$ cat src/rtl/mbx_pkg.sv
package mbx_pkg;
    typedef enum logic [1:0] {
        ST_IDLE   = 2'd0,
        ST_POSTED = 2'd1,
        ST_READY  = 2'd2
    } mbx_state_e;

    localparam int POSTED_BIT = 0;
    localparam int READY_BIT  = 1;
endpackage

$ cat src/rtl/mbx_bank.sv
module mbx_bank #(
    parameter int WORDS  = 16,
    parameter int DATA_W = 32,
    localparam int IDX_W = $clog2(WORDS)
) (
    input  logic                          clk,
    input  logic                          rst_n,
    input  logic                          h_we,
    input  logic [IDX_W-1:0]              h_idx,
    input  logic [DATA_W-1:0]             h_wdata,
    input  logic                          c_we,
    input  logic [IDX_W-1:0]              c_idx,
    input  logic [DATA_W-1:0]             c_wdata,
    output logic [WORDS-1:0][DATA_W-1:0]  words
);
    for (genvar i = 0; i < WORDS; i++) begin : g_word
        always_ff @(posedge clk) begin
            if (!rst_n)
                words[i] <= '0;
            else if (c_we && c_idx == IDX_W'(i))
                words[i] <= c_wdata;      // controller has priority
            else if (h_we && h_idx == IDX_W'(i))
                words[i] <= h_wdata;
        end
    end
endmodule

$ cat src/rtl/mbx_ctrl.sv
module mbx_ctrl
    import mbx_pkg::*;
(
    input  logic clk,
    input  logic rst_n,
    input  logic post_req,
    input  logic clear_req,
    input  logic word_wr_req,
    input  logic respond,
    output logic posted,
    output logic ready,
    output logic idle,
    output logic err
);
    mbx_state_e state_q, state_d;

    // state register
    always_ff @(posedge clk) begin
        if (!rst_n)
            state_q <= ST_IDLE;
        else
            state_q <= state_d;
    end

    // next-state logic
    always_comb begin
        state_d = state_q;
        unique case (state_q)
            ST_IDLE:   if (post_req)  state_d = ST_POSTED;
            ST_POSTED: if (respond)   state_d = ST_READY;
            ST_READY:  if (clear_req) state_d = ST_IDLE;
            default:                  state_d = ST_IDLE;
        endcase
    end

    // outputs
    always_comb begin
        posted = 1'b0;
        ready  = 1'b0;
        idle   = 1'b0;
        unique case (state_q)
            ST_IDLE:   idle   = 1'b1;
            ST_POSTED: posted = 1'b1;
            ST_READY:  ready  = 1'b1;
            default:   idle   = 1'b1;
        endcase
    end

    // sticky error flag
    always_ff @(posedge clk) begin
        if (!rst_n)
            err <= 1'b0;
        else if (clear_req)
            err <= 1'b0;
        else if (!idle && (word_wr_req || post_req))
            err <= 1'b1;
    end
endmodule

$ cat src/rtl/cmd_mailbox.sv
module cmd_mailbox
    import mbx_pkg::*;
#(
    parameter int WORDS   = 16,
    parameter int DATA_W  = 32,
    parameter int HOST_AW = 8,
    localparam int IDX_W  = $clog2(WORDS)
) (
    input  logic               clk,
    input  logic               rst_n,
    input  logic [HOST_AW-1:0] host_addr,
    input  logic               host_wr,
    input  logic [DATA_W-1:0]  host_wdata,
    output logic [DATA_W-1:0]  host_rdata,
    input  logic [IDX_W-1:0]   ctl_addr,
    input  logic               ctl_wr,
    input  logic [DATA_W-1:0]  ctl_wdata,
    output logic [DATA_W-1:0]  ctl_rdata,
    input  logic               ctl_respond,
    output logic               ctl_pending
);
    localparam int SEL_W = HOST_AW - 2;

    logic [SEL_W-1:0]              word_sel;
    logic                          aligned, hit_word, hit_csr;
    logic                          post_req, clear_req, word_wr_req;
    logic                          posted, ready, idle, err;
    logic [WORDS-1:0][DATA_W-1:0]  bank_q;
    logic [DATA_W-1:0]             csr_val;

    // host address decode
    assign word_sel    = host_addr[HOST_AW-1:2];
    assign aligned     = (host_addr[1:0] == 2'b00);
    assign hit_word    = aligned && (word_sel < SEL_W'(WORDS));
    assign hit_csr     = aligned && (word_sel == SEL_W'(WORDS));
    assign post_req    = host_wr && hit_csr && host_wdata[0];
    assign clear_req   = host_wr && hit_csr && !host_wdata[0];
    assign word_wr_req = host_wr && hit_word;

    mbx_ctrl u_ctrl (
        .clk         (clk),
        .rst_n       (rst_n),
        .post_req    (post_req),
        .clear_req   (clear_req),
        .word_wr_req (word_wr_req),
        .respond     (ctl_respond),
        .posted      (posted),
        .ready       (ready),
        .idle        (idle),
        .err         (err)
    );

    mbx_bank #(.WORDS(WORDS), .DATA_W(DATA_W)) u_bank (
        .clk     (clk),
        .rst_n   (rst_n),
        .h_we    (word_wr_req && idle),
        .h_idx   (word_sel[IDX_W-1:0]),
        .h_wdata (host_wdata),
        .c_we    (ctl_wr),
        .c_idx   (ctl_addr),
        .c_wdata (ctl_wdata),
        .words   (bank_q)
    );

    always_comb begin
        csr_val             = '0;
        csr_val[POSTED_BIT] = posted;
        csr_val[READY_BIT]  = ready;
        csr_val[DATA_W-1]   = err;
    end

    always_comb begin
        host_rdata = '0;
        if (hit_word)
            host_rdata = bank_q[word_sel[IDX_W-1:0]];
        else if (hit_csr)
            host_rdata = csr_val;
    end

    assign ctl_rdata   = bank_q[ctl_addr];
    assign ctl_pending = posted;
endmodule

$ cat config.mk
export PLATFORM = sky130hd
export DESIGN_NAME = cmd_mailbox
export DESIGN_NICKNAME = d
export VERILOG_FILES = /design/src/rtl/mbx_pkg.sv /design/src/rtl/mbx_bank.sv /design/src/rtl/mbx_ctrl.sv /design/src/rtl/cmd_mailbox.sv
export SDC_FILE = /design/constraint.sdc
export NUM_CORES = 2
export LEC_CHECK = 0
export ABC_AREA = 0
export BUFFER_PORTS_ARGS = -buffer_cell sky130_fd_sc_hd__clkbuf_2
export CAP_MARGIN = 25
export CORE_UTILIZATION = 65
export DETAILED_ROUTE_END_ITERATION = 8
export PLACE_DENSITY = 0.84
export SYNTH_ARGS = -nofsm -noshare
export SYNTH_HDL_FRONTEND = slang
export SYNTH_SLANG_ARGS = --single-unit
export TNS_END_PERCENT = 5
$ cat constraint.sdc
create_clock -name clk -period 3.7 [get_ports clk]
set_clock_uncertainty 0.1 [all_clocks]
set_input_delay 0.555 -clock clk [delete_from_list [all_inputs] [get_ports clk]]
set_output_delay 0.555 -clock clk [all_outputs]
set_load 0.02 [all_outputs]
Word-level counts from Yosys, hierarchy flattened --
Cells that the tools add are included.
Word-level totals: flip-flop bits (word level) 515, word-level logic and storage cells 168, bits of input ports 81
Operators by class: bitwise logic cells 1, eq/ne operators 36, muxes and demuxes 45, reduce and logical (&&, ||, !) cells 65, $lt $le $gt $ge 3
Operator list (number):
- 2-to-1 mux 32 bit | 36
- binary-select mux 32 bit (select 4 bit) | 2
- equality test 4 bit, second input constant | 16
- logical AND 1 bit | 40
- equality test 4 x 3 -> 1 bit, second input constant | 8
- nonzero test 2 bit | 16
- equality test 4 x 2 -> 1 bit, second input constant | 4
- < comparator 4 x 5 -> 1 bit, second input constant | 2
- equality test 4 x 1 -> 1 bit, second input constant | 2
- zero test 4 bit | 2
- equality test 6 x 5 -> 1 bit, second input constant | 1
- < comparator 6 x 5 -> 1 bit, second input constant | 1
- 2-to-1 mux 2 bit | 3
- case mux 2 bit (3 select lines) | 1
- zero test 2 bit | 2
- != test 2 bit, second input constant | 2
- OR reduction 2 bit | 2
- 2-to-1 mux 1 bit | 3
- AND reduction 3 bit | 1
- equality test 2 x 1 -> 1 bit, second input constant | 1
- equality test 2 bit, second input constant | 1
- != test 2 x 1 -> 1 bit, second input constant | 1
- zero test 1 bit | 1
- logical OR 1 bit | 1
- NOT 1 bit | 1

Logic depth before layout (Yosys ltp) --
word-level depth 7, mapped depth 10, depth with buffers taken out 6

Modules after synthesis --
From an unflattened synthesis, not the netlist that was laid out.
Second synthesis, totals: cell total of the unflattened synthesis 3709, area, all modules 33423.3 µm²
By module, submodules not included:
- mbx_bank | instances 1, sequential area each 10249.8 µm², cells an instance 3202, area each 25331.8 µm²
- cmd_mailbox | instances 1, sequential area each 0.0 µm², cells an instance 485, area each 7908.8 µm²
- mbx_ctrl | instances 1, sequential area each 60.1 µm², cells an instance 22, area each 182.7 µm²

Worst setup path after synthesis --
Ideal clock, no wire load.
path type input to output, start point input ctl_addr[1], end point output ctl_rdata[0], stages 6, path slack 0.718 ns, data arrival time 2.327 ns, path through buf_2 > buf_4 > buf_2 > buf_1 > mux4_2 > mux4_2
On the way: word-level cells in the longest chain between the ends 2
RTL lines:
- from (decl) | RTL line cmd_mailbox.sv:15 | input logic [IDX_W-1:0] ctl_addr,
- binary-select mux 32 bit (select 4 bit) | RTL line cmd_mailbox.sv:80 | assign ctl_rdata = bank_q[ctl_addr];
- 2-to-1 mux 32 bit (not written as such) | RTL line cmd_mailbox.sv:80
- to (decl) | RTL line cmd_mailbox.sv:18 | output logic [DATA_W-1:0] ctl_rdata,
No other way between the ends. The select of a mux whose other input is x is not followed.

Worst setup path in the final report --
start point input host_addr[3], end point output host_rdata[4]
On the way: word-level cells in the longest chain between the ends 3
RTL lines:
- from (decl) | RTL line cmd_mailbox.sv:11 | input logic [HOST_AW-1:0] host_addr,
- < comparator 6 x 5 -> 1 bit / binary-select mux 32 bit (select 4 bit) (equally long branches) | RTL line cmd_mailbox.sv:34, cmd_mailbox.sv:75
- logical AND 1 bit / 2-to-1 mux 32 bit (equally long branches) | RTL line cmd_mailbox.sv:34, cmd_mailbox.sv:75
- 2-to-1 mux 32 bit * | RTL line cmd_mailbox.sv:74 | if (hit_word)
- to (decl) | RTL line cmd_mailbox.sv:14 | output logic [DATA_W-1:0] host_rdata,
Mark *: on every way between the ends. The rest lies on a longest branch, timed or not. The select of a mux whose other input is x is not followed.

==> impl_metrics.ini <==
[synth]
synthMuxAreaShare = 0.381
synth_compound_area_frac = 0.129
synth_ff_type = dfxtp_1
syn_avg_cell_area_um2 = 10.8
syn_inst = 2970
synth_top_family_by_area = multiplexers
synthAdderAreaFrac = 0.00117
synth-seq-cells = 515
netlist_area_mm2 = 0.0321
async_reset_ff_frac = 0
synth-simple-area-share = 0.102
synth_edf_count = 0
yosys_warnings = 0
ys_seq_area_frac = 0.321
synthXorXnorAreaFrac = 0
syn_nets = 3054
synth_cell_type_count = 43

[worst_hold_path]
hp-class = input pin to register
min_from = rst_n
hold_depth = 2
min_to = u_ctrl.state_q[0]

[global_route]
grt_usage = 0.468
grt_max_degree = 104
grt_pass1_wl_um = 178000
grt_pass1_vias = 29800
antenna_found_initial = 9
overflow = 0

[timing]
finalMaxSlewViolations = 0
post-route-period-util = 0.885
finalCriticalPeriod_ns = 3.27
holdWs_ns = 0.178
relSlewSlack = 0.207
finalHoldViolCount = 0
rsz0062_at_grt = false
worstMarginPinSlew_ns = 1.19
setup_viol = 0
fin_setup_tns_ns = 0
max_clock_freq_mhz = 306

[pwr]
pwr-share-seq = 0.434
swShare = 0.267
p_int_mw = 9.77
pwr-share-comb = 0.129
clockPowerShare = 0.437
ir_worst_vdd_mv = 0.377
total_power_mw = 13.3
p_sw_mw = 3.55
p_per_area_mw_per_mm2 = 380
p_leak_nw = 11.0

[drt]
ant_nets = 0
via_count = 29700
drc = 0
dr.pass1.iters = 8
via_per_inst = 8.25
wl_per_cell_um = 33.0
drt_wl_total_um = 119000
drtIter0Drc = 5050

[clocking]
cts.repair.resized = 0
ctsRootBufferMaster = clkbuf_16
postCtsHoldBufs = 0
clkLatencyLatePin_ns = 0.63
cts_tree = done
clkTransAtPathRegs_ns = 0.06
cts_setup_buffers = 0
clock_sinks = 515
cts_buffer_depth = 3
htreeDepth = 2
numCtsBuffers = 55

[worst_setup_path]
worstPathArrival_ns = 2.62
crit_type = input pin to output port
slowest_delay_ns = 0.55
critPathCaptureType = output port
crit_chain = buf_6, buf_4, mux4_2, mux2i_1, o22ai_1, clkbuf_2
reg2reg_depth = 7
r2r_slack_ns = 0.55
worstPathRequired_ns = 3.04
crit_fanout = 50
cp_slowest_cell = buf_6
timing.rr.start = u_ctrl.state_q[1]
start_kind = input pin
r2r_end = u_bank.words[38]

[floorplanning]
die_area_mm2 = 0.0503
row_count = 81
die_y_um = 224
fp.coreArea_mm2 = 0.0488
dieWidth_um = 224
initial_core_util = 0.657
ios = 146

[outcome]
status = finished clean

[placement]
portBuffers = 145
dp.cells = 3483
hpwlAfterDp_um = 69500
routabilityCongestion = 0.980

[cells_and_area]
instances_no_fill = 3597
final_nets = 2961
area_growth_pct = 9.18
drive_gt1_frac = 0.242
final_core_util = 0.718

[flow_run]
maxCapViolCount = 0
-- worst max-delay path, delay by kind of cell --
kind	cells	cell delay (ns)
buf+inv	3	1.09
mux	2	0.76
compound gates	1	0.16
-- power groups by stage --
stage / Sequential [mW] / Combinational, mW / Clock (mW)
after detailed placement: 5.90 / 1.63 / 0
after global routing: 5.80 / 1.77 / 5.99
after global placement: 5.89 / 1.56 / 0
after floorplan: 5.86 / 1.17 / 0
after CTS: 5.78 / 1.65 / 5.75
final: 5.79 / 1.72 / 5.81
-- cells in the mapped netlist, types with 2 or more instances --
cell | number | area share
mux2i_1 | 574 | 0.18
dfxtp_1 | 515 | 0.32
nor3_1 | 513 | 0.080
a211oi_1 | 511 | 0.12
mux4_2 | 288 | 0.20
clkbuf_1 | 205 | 0.024
buf_2 | 140 | 0.022
buf_4 | 53 | 0.012
o22ai_1 | 29 | 0.0057
buf_1 | 22 | 0.0026
nor2_1 | 18 | 0.0021
nor4_4 | 16 | 0.011
nand2_1 | 11 | 0.0013
or2_0 | 10 | 0.0019
buf_6 | 8 | 0.0028
nand2b_1 | 6 | 0.0012
or2_1 | 6 | 0.0012
inv_1 | 4 | 0.00047
nand4_1 | 4 | 0.00078
a21oi_1 | 3 | 0.00047
ha_1 | 3 | 0.0012
o21ai_0 | 3 | 0.00047
or2_2 | 3 | 0.00058
a311oi_1 | 2 | 0.00055
buf_12 | 2 | 0.0012
nand3_1 | 2 | 0.00031
nand3b_1 | 2 | 0.00047
o221ai_1 | 2 | 0.00055
-- logic make-up (layout without fill, tap and decap cells) --
kind of cell,Yosys count,count (layout)
muxes,862,862
other,0,12
AOI/OAI and AO/OA,555,555
DFF,515,515
buffers and inverters,436,387
adders and majority gates,3,3
and+or+nand+nor,599,599
-- cells in the final DEF, fill, tap and decap left out, drive strengths merged, types with 6 or more instances in the layout --
master  synthesis  final
nand2b          6      6
a211oi        511    511
mux2i         574    574
mux4          288    288
buf           225    140
diode           0     12
dfxtp         515    515
o22ai          29     29
nand2          11     11
or2            19     19
nor2           18     18
clkbuf        206    233
nor3          513    513
nor4           17     17
-- layer usage --
layer,global-route usage,part of all wire,vias to the layer above
li1,-,-,11600
met4,0.336,0.085,10
met2,0.664,0.41,2989
met1,0.578,0.33,14200
met5,0.000978,0.0024,-
met3,0.189,0.17,911
-- how the worst max path moves through the flow --
stage	depth (start not counted)	slack [ns]	end	start
6_report	6	0.43	host_rdata[4]	host_addr[3]
4_1_cts	5	0.49	ctl_rdata[12]	ctl_addr[0]
3_5_place_dp	5	0.48	ctl_rdata[12]	ctl_addr[0]
5_1_grt	6	0.38	host_rdata[4]	host_addr[3]
2_1_floorplan	6	0.72	ctl_rdata[0]	ctl_addr[1]
3_3_place_gp	5	0.52	ctl_rdata[12]	ctl_addr[0]
-- registers in the layout, indices dropped and copies added (netlist names) --
signal / flops
u_bank.words: 512
u_ctrl.err: 1
u_ctrl.state_q: 2
-- final cells by class --
cell class                 instances  area [um2]
timing repair buffer             281        2170
sequential                       515       10300
multi-input combinational       2019       19800
clock inverter                     9         149
clock buffer                      92        1720
antenna                           12        30.0
tap                              664         831
inverter                           5        26.3
fill                            3273       13800
-- stage by stage --
step / area, um2 / setup slack [ns]
3_3_place_gp: 33100 / 0.516
4_1_cts: 35000 / 0.493
5_1_grt: 35000 / 0.379
3_5_place_dp: 33100 / 0.478
6_report: 35000 / 0.427
2_1_floorplan: 32100 / 0.718
No activity file was read; power rests on OpenSTA's default activity.
